<file path="src/rtl/br_seq_pkg.sv">
package br_seq_pkg;
  localparam int OPC_W   = 8;
  localparam int NUM_EF  = 4;
  localparam int SEL_W   = 4;
  localparam int NCAND   = 2 ** SEL_W;

  // condition select codes
  localparam logic [SEL_W-1:0] COND_ALWAYS = 4'd0;
  localparam logic [SEL_W-1:0] COND_Q      = 4'd1;
  localparam logic [SEL_W-1:0] COND_ZERO   = 4'd2;
  localparam logic [SEL_W-1:0] COND_DF     = 4'd3;
  localparam logic [SEL_W-1:0] COND_EF0    = 4'd4;
  localparam logic [SEL_W-1:0] COND_IE     = 4'(4 + NUM_EF);

  typedef enum logic [1:0] {ST_IDLE, ST_EX1, ST_EX2} seq_state_e;
  typedef enum logic [2:0] {OP_NONE, OP_SBR, OP_LBR, OP_LSKP, OP_NOP} op_class_e;
endpackage

</file>
<file path="src/rtl/br_seq_decode.sv">
module br_seq_decode
  import br_seq_pkg::*;
(
  input  logic [OPC_W-1:0] opcode,
  output op_class_e        op_class,
  output logic [SEL_W-1:0] cond_sel,
  output logic             cond_inv
);
  logic [1:0] low2;
  assign low2 = opcode[1:0];

  always_comb begin
    op_class = OP_NONE;
    cond_sel = COND_ALWAYS;
    cond_inv = 1'b0;
    case (opcode[7:4])
      4'h3: begin
        // short branch: three select bits, bit 3 inverts
        op_class = OP_SBR;
        cond_sel = {1'b0, opcode[2:0]};
        cond_inv = opcode[3];
      end
      4'hC: begin
        if (opcode[2]) begin
          if (low2 == 2'b00) begin
            if (opcode[3]) begin
              op_class = OP_LSKP;      // skip when interrupts enabled
              cond_sel = COND_IE;
            end else begin
              op_class = OP_NOP;       // never taken
              cond_sel = COND_ALWAYS;
              cond_inv = 1'b1;
            end
          end else begin
            op_class = OP_LSKP;        // Q / zero / DF, inverted in lower half
            cond_sel = {2'b00, low2};
            cond_inv = ~opcode[3];
          end
        end else if (opcode[3] && low2 == 2'b00) begin
          op_class = OP_LSKP;          // unconditional long skip
          cond_sel = COND_ALWAYS;
        end else begin
          op_class = OP_LBR;
          cond_sel = {2'b00, low2};
          cond_inv = opcode[3];
        end
      end
      default: ;
    endcase
  end
endmodule

</file>
<file path="src/rtl/br_seq_cond.sv">
module br_seq_cond
  import br_seq_pkg::*;
(
  input  logic [SEL_W-1:0]  cond_sel,
  input  logic              cond_inv,
  input  logic              flag_q,
  input  logic              acc_zero,
  input  logic              flag_df,
  input  logic              int_en,
  input  logic [NUM_EF-1:0] ext_flag,
  output logic              hit
);
  logic [NCAND-1:0] cand;

  assign cand[COND_ALWAYS] = 1'b1;
  assign cand[COND_Q]      = flag_q;
  assign cand[COND_ZERO]   = acc_zero;
  assign cand[COND_DF]     = flag_df;
  assign cand[COND_IE]     = int_en;

  genvar g;
  generate
    for (g = 0; g < NUM_EF; g++) begin : g_ef
      assign cand[int'(COND_EF0) + g] = ext_flag[g];
    end
    for (g = int'(COND_IE) + 1; g < NCAND; g++) begin : g_pad
      assign cand[g] = 1'b0;
    end
  endgenerate

  assign hit = cand[cond_sel] ^ cond_inv;
endmodule

</file>
<file path="src/rtl/br_seq_target.sv">
module br_seq_target
  import br_seq_pkg::*;
#(
  parameter int BYTE_W = 8
) (
  input  op_class_e             op_class,
  input  logic                  hit,
  input  logic [2*BYTE_W-1:0]   pc,
  input  logic [BYTE_W-1:0]     hi_byte,
  input  logic [BYTE_W-1:0]     lo_byte,
  output logic [2*BYTE_W-1:0]   next_pc
);
  localparam int PC_W = 2 * BYTE_W;

  logic [PC_W-1:0] pc_p1, pc_p2;
  assign pc_p1 = pc + PC_W'(1);
  assign pc_p2 = pc + PC_W'(2);

  always_comb begin
    case (op_class)
      OP_SBR:  next_pc = hit ? {pc[PC_W-1:BYTE_W], lo_byte} : pc_p1;
      OP_LBR:  next_pc = hit ? {hi_byte, lo_byte} : pc_p2;
      OP_LSKP: next_pc = hit ? pc_p2 : pc;
      default: next_pc = pc;
    endcase
  end
endmodule

</file>
<file path="src/rtl/branch_skip_seq.sv">
module branch_skip_seq
  import br_seq_pkg::*;
#(
  parameter int BYTE_W = 8
) (
  input  logic                  clk,
  input  logic                  rst,
  input  logic                  start,
  input  logic [OPC_W-1:0]      opcode,
  input  logic [2*BYTE_W-1:0]   pc_in,
  input  logic                  flag_q,
  input  logic                  acc_zero,
  input  logic                  flag_df,
  input  logic                  int_en,
  input  logic [NUM_EF-1:0]     ext_flag,
  input  logic [BYTE_W-1:0]     rd_data,
  output logic                  rd_en,
  output logic [2*BYTE_W-1:0]   rd_addr,
  output logic                  done,
  output logic                  taken,
  output logic [2*BYTE_W-1:0]   pc_out,
  output logic [1:0]            exec_cycles
);
  localparam int PC_W = 2 * BYTE_W;

  seq_state_e       state;
  op_class_e        dec_class, cls_q;
  logic [SEL_W-1:0] dec_sel;
  logic             dec_inv, dec_hit, hit_q;
  logic [PC_W-1:0]  pc_q, next_pc;
  logic [BYTE_W-1:0] hi_q;
  logic             accept;

  br_seq_decode u_decode (
    .opcode   (opcode),
    .op_class (dec_class),
    .cond_sel (dec_sel),
    .cond_inv (dec_inv)
  );

  br_seq_cond u_cond (
    .cond_sel (dec_sel),
    .cond_inv (dec_inv),
    .flag_q   (flag_q),
    .acc_zero (acc_zero),
    .flag_df  (flag_df),
    .int_en   (int_en),
    .ext_flag (ext_flag),
    .hit      (dec_hit)
  );

  br_seq_target #(.BYTE_W(BYTE_W)) u_target (
    .op_class (cls_q),
    .hit      (hit_q),
    .pc       (pc_q),
    .hi_byte  (hi_q),
    .lo_byte  (rd_data),
    .next_pc  (next_pc)
  );

  assign accept = (state == ST_IDLE) && start && (dec_class != OP_NONE);

  always_ff @(posedge clk) begin
    if (rst) begin
      state       <= ST_IDLE;
      cls_q       <= OP_NONE;
      hit_q       <= 1'b0;
      pc_q        <= '0;
      hi_q        <= '0;
      rd_en       <= 1'b0;
      rd_addr     <= '0;
      done        <= 1'b0;
      taken       <= 1'b0;
      pc_out      <= '0;
      exec_cycles <= 2'd0;
    end else begin
      done <= 1'b0;
      case (state)
        ST_IDLE: begin
          if (accept) begin
            cls_q   <= dec_class;
            hit_q   <= dec_hit;
            pc_q    <= pc_in;
            rd_addr <= pc_in;
            rd_en   <= (dec_class == OP_SBR) || (dec_class == OP_LBR);
            state   <= ST_EX1;
          end
        end
        ST_EX1: begin
          if (cls_q == OP_SBR) begin
            pc_out      <= next_pc;
            taken       <= hit_q;
            exec_cycles <= 2'd1;
            done        <= 1'b1;
            rd_en       <= 1'b0;
            state       <= ST_IDLE;
          end else begin
            hi_q    <= rd_data;
            rd_addr <= pc_q + PC_W'(1);
            state   <= ST_EX2;
          end
        end
        default: begin
          pc_out      <= next_pc;
          taken       <= hit_q;
          exec_cycles <= 2'd2;
          done        <= 1'b1;
          rd_en       <= 1'b0;
          state       <= ST_IDLE;
        end
      endcase
    end
  end

  // completion is a single-cycle pulse
  assert_done_pulse_R7: assert property (@(posedge clk) disable iff (rst)
    done |=> !done);

  // a taken short branch stays inside the operand's page
  assert_short_page_R3: assert property (@(posedge clk) disable iff (rst)
    (done && exec_cycles == 2'd1 && taken) |->
      (pc_out[PC_W-1:BYTE_W] == rd_addr[PC_W-1:BYTE_W]));

  // an untaken short branch steps over its operand byte
  assert_short_step_R3: assert property (@(posedge clk) disable iff (rst)
    (done && exec_cycles == 2'd1 && !taken) |->
      (pc_out == rd_addr + PC_W'(1)));

  // the second operand read follows the first
  assert_second_addr_R4: assert property (@(posedge clk) disable iff (rst)
    (state == ST_EX2) |-> (rd_addr == PC_W'($past(rd_addr) + PC_W'(1))));

  // skips and the no-op never request memory
  assert_skip_no_read_R5: assert property (@(posedge clk) disable iff (rst)
    ((state != ST_IDLE) && (cls_q == OP_LSKP || cls_q == OP_NOP)) |-> !rd_en);

  // no new instruction is captured while one is running
  assert_busy_hold_R9: assert property (@(posedge clk) disable iff (rst)
    (state == ST_EX1 && cls_q != OP_SBR) |=> (state == ST_EX2 && $stable(pc_q)));
endmodule

</file>
<file path="config.mk">
export PLATFORM = sky130hd
export DESIGN_NAME = branch_skip_seq
export DESIGN_NICKNAME = d
export VERILOG_FILES = /design/src/rtl/br_seq_pkg.sv /design/src/rtl/br_seq_decode.sv /design/src/rtl/br_seq_cond.sv /design/src/rtl/br_seq_target.sv /design/src/rtl/branch_skip_seq.sv
export SDC_FILE = /design/constraint.sdc
export NUM_CORES = 1
export LEC_CHECK = 0
export BUFFER_PORTS_ARGS = -buffer_cell sky130_fd_sc_hd__buf_4
export CORE_MARGIN = 2
export CORE_UTILIZATION = 38
export CTS_CLUSTER_SIZE = 8
export DETAILED_ROUTE_END_ITERATION = 10
export PLACE_DENSITY = 0.56
export SLEW_MARGIN = 10
export SYNTH_ARGS = -nofsm -noshare
export SYNTH_HDL_FRONTEND = slang
export SYNTH_HIERARCHICAL = 1
export SYNTH_SLANG_ARGS = --single-unit
</file>
<file path="constraint.sdc">
create_clock -name clk -period 7.8 [get_ports clk]
set_clock_uncertainty 0.2 [all_clocks]
set_input_delay 2.34 -clock clk [delete_from_list [all_inputs] [get_ports clk]]
set_output_delay 2.34 -clock clk [all_outputs]
set_load 0.1 [all_outputs]
</file>
==> results of run 1 <==
-- layout make-up --
cell class / count / share of cell area (%)
clock inverter: 6 / 1.30
timing repair buffer: 83 / 11.4
clock buffer: 10 / 4.36
inverter: 16 / 1.10
sequential: 67 / 24.5
multi-input combinational: 502 / 54.0
tap: 147 / 3.36
-- metal layers --
metal / global-route usage [%] / share of wire [%]
met1: 31.0 / 43
met2: 39.3 / 48
met3: 4.94 / 5.6
met4: 11.4 / 3.4
met5: 0 / 0
-- flip-flops by register name (all words and copies together), names as in the netlist --
signal and cells:
hit_q 1, rd_addr 16, state 2, pc_q 16, pc_out 16, done 1
taken 1, exec_cycles 2, rd_en 1, cls_q 3, hi_q 8
-- cells in the mapped netlist (all sizes together), types with 10 or more instances --
library cell	instances
nor2	46
o21ai	35
buf	25
nor2b	13
nand2	133
a21oi	77
clkbuf	21
nand3	16
xnor2	13
nor4	12
nor3	10
inv	16
dfxtp	67
-- report_power, final --
| part | leakage [nW] | internal (mW) | switching (mW) |
|---|---|---|---|
| Sequential | 0.542 | 0.350 | 0.0146 |
| Combinational | 1.17 | 0.0430 | 0.0835 |
| Clock | 0.146 | 0.259 | 0.170 |
-- cells by family (layout without fill, tap and decap cells) --
logic type / Yosys count / count (layout)
AOI/OAI and AO/OA: 185 / 185
DFF: 67 / 67
muxes: 8 / 8
buffers and inverters: 62 / 115
xor gates and xnor gates: 18 / 18
and+or+nand+nor: 287 / 287
adders and majority gates: 4 / 4
-- worst max-delay path: cells and delay by family --
kind	cells	cell delay, ns
AND/OR/NAND/NOR	2	0.70
multiplexers	1	0.25
AO/OA/AOI/OAI	4	1.52
buffers and inverters	1	0.11
-- final timing paths --
path / start / endpoint / slack (ns) / cells after the start
worst max-delay path: opcode[0] / rd_addr[9]$_SDFFE_PP0P_ / 2.93 / 8
worst min-delay path: pc_out[6]$_SDFFE_PP0P_ / pc_out[6]$_SDFFE_PP0P_ / 0.25 / 2
worst max register to register: cls_q[1]$_SDFFE_PP0P_ / pc_out[15]$_SDFFE_PP0P_ / 4.72 / 7
worst min register to register: pc_out[6]$_SDFFE_PP0P_ / pc_out[6]$_SDFFE_PP0P_ / 0.25 / 2
==> results.toml, run 1 <==
[clock_tree]
cts_root_buf = "clkbuf_16"
clock_path_buffers = 2
clk_latency_ns = 0.35
cts_setup_buffers = 0
holdBufCountCts = 0
ctsResizeCount = 0
cts_sinks = 67
cts_htree_levels = 3
cts_made_buffers = 9
clk_pin_slew_ns = 0.06
cts_tree = "yes"

[logic_synthesis]
netlist.area_leader.share_pct = 29.2
async_flop_share_pct = 0
synth-xor-area-share_pct = 3.44
synth.area.top_cells = "dfxtp_1 29%, nand2_1 11%, a21oi_1 8.2%"
syn-cell-area_um2 = 4590
synth_ff_type = "dfxtp_1"
muxShareOfSynthArea_pct = 2.05
synth-seq-cells = 67
synthCells = 631
synth_compound_area_share_pct = 25.9
synthDistinctLibCells = 79
yosys.area_share.simple_pct = 32.1
synth_warnings = 6
syn_avg_cell_area_um2 = 7.27
synth_top_family_by_area = "simple AND/OR/NAND/NOR gates"
synth_edf_count = 0
synth_nets = 677
synthAdderAreaFrac_pct = 1.04
yosysSeqAreaShare_pct = 29.2
yosysTopAreaCell = "dfxtp_1"

[pwr]
power_uw = 921
ir_drop_v = 0.000161
powerDensity_nw_per_um2 = 168
leakage_nw = 1.86

[worst_setup_path]
path_class = "input port to flip-flop"
worst_setup_path_end_kind = "flip-flop"
cp-start-kind = "input port"
slowest_stage = "a22oi_2"
path_max_fanout = 24
crit_chain = "buf_4, nor2_1, mux2i_1, o21ai_0, or3_1, a22oi_2, a21oi_1, a221oi_1"
max_stage_delay_ns = 0.90
cp.arrival_ns = 4.93
crit_required_ns = 7.86

[cells_and_area]
nFillCells = 1249
synthToLayoutAreaGrowth_pct = 19.4
multi_input_area_um2 = 2960
mostFrequentLayoutCells = "132 x nand2_1, 83 x buf_4, 75 x a21oi_1, 67 x dfxtp_1, 46 x nor2_1"
n_antenna_cell = 0
final_cells = 831
utilization_pct = 46.0
drive_gt1_share_pct = 17.8
design_area_um2 = 5480
nets = 725
ff_latch_area_um2 = 1340
final_common_cell = "nand2_1"

[detailed_routing]
routed_wl_um = 15100
wire_per_inst_um = 18.2
antenna_left = 0
drt_iter0_markers = 342
dr.pass1.iters = 5
vias_per_cell = 5.87
drc = 0
vias = 4877

[sta]
rsz0062_at_grt = "false"
finalSetupViolCount = 0
max-slew-margin-rel_pct = 26.1
tns_ns = 0
fin_ws_ns = 2.93
drv_slew = 0
tightest_slew_ns = 1.11
max_freq_ghz = 0.205
finalHoldViolations = 0
whs_ns = 0.251
finalCriticalPeriod_ns = 4.87
period_share_pct = 62.5

[floorplanning]
initial_utilization_pct = 38.5
core-area_um2 = 11900
die_h_um = 114
pin_count = 80
die_area_um2 = 13000
rows = 40
die_x_um = 114

[global_routing]
antenna_found_initial = 0
grt_max_degree = 70
grt_pass1_wl_um = 24800
grt_pass1_vias = 4759
grt_util_all_layers_pct = 24.2
gr-total-overflow = 0

[placement]
dpl-instance-area_um2 = 5160
place_congestion = 0.863
dp_hpwl_um = 10500
dpl_worst_slack_ns = 2.54
dp_cells = 815
io_buffers = 79

[hold_path]
min_path_type = "flip-flop to flip-flop"

[status]
status = "completed"

[flow_run]
maxCapViolCount = 0
Note: power is estimated with default switching activity, not from simulation.
==> inputs of run 2 (changes only) <==
Settings changed: PLACE_DENSITY 0.56 to 0.58.
Clock period 7.8 ns to 4.2 ns, I/O delays scaled along.
==> run 2 against run 1 <==
Worst hold slack lost 0.0031 ns. First-iteration DRC count grew 0.88%. Cell count up 0.60%. Via count is 2.4% higher. Clock power increased by 110%. Sequential power rose by 87%. Highest routed layer unchanged.
==> results.toml, run 2 (synthesis results as in run 1) <==
[status]
status = "completed"

[cells_and_area]
n_antenna_cell = 0
drive_gt1_share_pct = 18.4
nets = 730
final_common_cell = "nand2_1"
nFillCells = 1217
mostFrequentLayoutCells = "132 x nand2_1, 88 x buf_4, 75 x a21oi_1, 67 x dfxtp_1, 46 x nor2_1"
top_regs = "pc_out x16, pc_q x16, rd_addr x16"
synthToLayoutAreaGrowth_pct = 21.1

[detailed_routing]
vias = 4992
wire_per_inst_um = 18.6
drt_iter0_markers = 345
drc = 0
vias_per_cell = 5.97
antenna_left = 0
dr.pass1.iters = 5
routed_wl_um = 15500

[placement]
place_congestion = 0.938
dp_hpwl_um = 10800
io_buffers = 79

[worst_setup_path]
path_max_fanout = 18
cp-start-kind = "input port"
worst_setup_path_end_kind = "flip-flop"
path_class = "input port to flip-flop"
crit_required_ns = 4.26
cp.arrival_ns = 3.39

[global_routing]
grt_util_all_layers_pct = 24.2
grt_max_degree = 70
grt_pass1_vias = 4728
antenna_found_initial = 0
gr-total-overflow = 0
grt_pass1_wl_um = 24700

[clock_tree]
cts_tree = "yes"
ctsResizeCount = 0
clk_pin_slew_ns = 0.06
clk_latency_ns = 0.34
holdBufCountCts = 0
clock_path_buffers = 2
cts_htree_levels = 3
cts_setup_buffers = 0
cts_root_buf = "clkbuf_16"
cts_sinks = 67
cts_made_buffers = 9

[sta]
finalCriticalPeriod_ns = 3.33
rsz0062_at_grt = "false"
max_freq_ghz = 0.300
drv_slew = 0
period_share_pct = 79.3
finalHoldViolations = 0
tightest_slew_ns = 1.10
tns_ns = 0
finalSetupViolCount = 0
max-slew-margin-rel_pct = 26.3

[hold_path]
min_path_type = "flip-flop to flip-flop"

[floorplanning]
die_h_um = 114
rows = 40
die_x_um = 114
initial_utilization_pct = 38.5
die_area_um2 = 13000
core-area_um2 = 11900
pin_count = 80

[pwr]
power_mw = 1.82
ir_drop_v = 0.000291
leakage_nw = 1.90
powerDensity_nw_per_um2 = 328

[flow_run]
maxCapViolCount = 0
-- run 2: power by group --
part	internal, mW	switching, mW
Combinational	0.0818	0.153
Sequential	0.651	0.0311
Clock	0.597	0.309
Total	1.33	0.493
-- run 2: metal layers --
| metal | up-vias | part of all wire (%) | track usage [%] |
|---|---|---|---|
| met5 | - | 0 | 0 |
| met4 | 0 | 3.3 | 10.2 |
| met3 | 44 | 8.0 | 5.47 |
| met2 | 233 | 47 | 39.5 |
| met1 | 2330 | 42 | 30.9 |
| li1 | 2385 | - | - |
-- run 2: final timing paths --
kind | start | to | slack [ns] | cells past startpoint
worst max-delay path | opcode[0] | rd_addr[15]$_SDFFE_PP0P_ | 0.87 | 8
worst min-delay path | pc_out[8]$_SDFFE_PP0P_ | pc_out[8]$_SDFFE_PP0P_ | 0.25 | 2
worst max register to register | pc_q[2]$_SDFFE_PP0P_ | pc_out[15]$_SDFFE_PP0P_ | 1.24 | 8
worst min register to register | pc_out[8]$_SDFFE_PP0P_ | pc_out[8]$_SDFFE_PP0P_ | 0.25 | 2
-- run 2: critical path: stages --
cell     delay [ns]
buf_4          0.11
nor2_1         0.24
mux2i_1        0.11
o21ai_0        0.35
or3_1          0.25
and2_1         0.66
a22oi_1        0.20
a31oi_1        0.21
-- run 2: metrics by stage --
stage | instances | area, µm² | hold slack (ns) | worst slack [ns] | util, %
floorplan | 631 | 4590 | 0.233 | 0.937 | -
global placement | 820 | 5200 | 0.240 | 0.664 | 43.7
CTS | 836 | 5550 | 0.254 | 0.914 | 46.6
detailed placement | 820 | 5200 | 0.245 | 0.552 | 43.7
finish | 836 | 5550 | 0.248 | 0.871 | 46.6
global route | 836 | 5550 | 0.274 | 0.704 | 46.6
-- run 2: final cells by class --
| class | instances | area (µm²) | area share [%] |
|---|---|---|---|
| clock buffers | 10 | 239 | 4.30 |
| inverters | 16 | 60.1 | 1.08 |
| clock inverters | 6 | 111 | 2.01 |
| multi-input cells | 502 | 2960 | 53.2 |
| repair buffers | 88 | 661 | 11.9 |
| flip-flops and latches | 67 | 1340 | 24.2 |
| well taps | 147 | 184 | 3.31 |
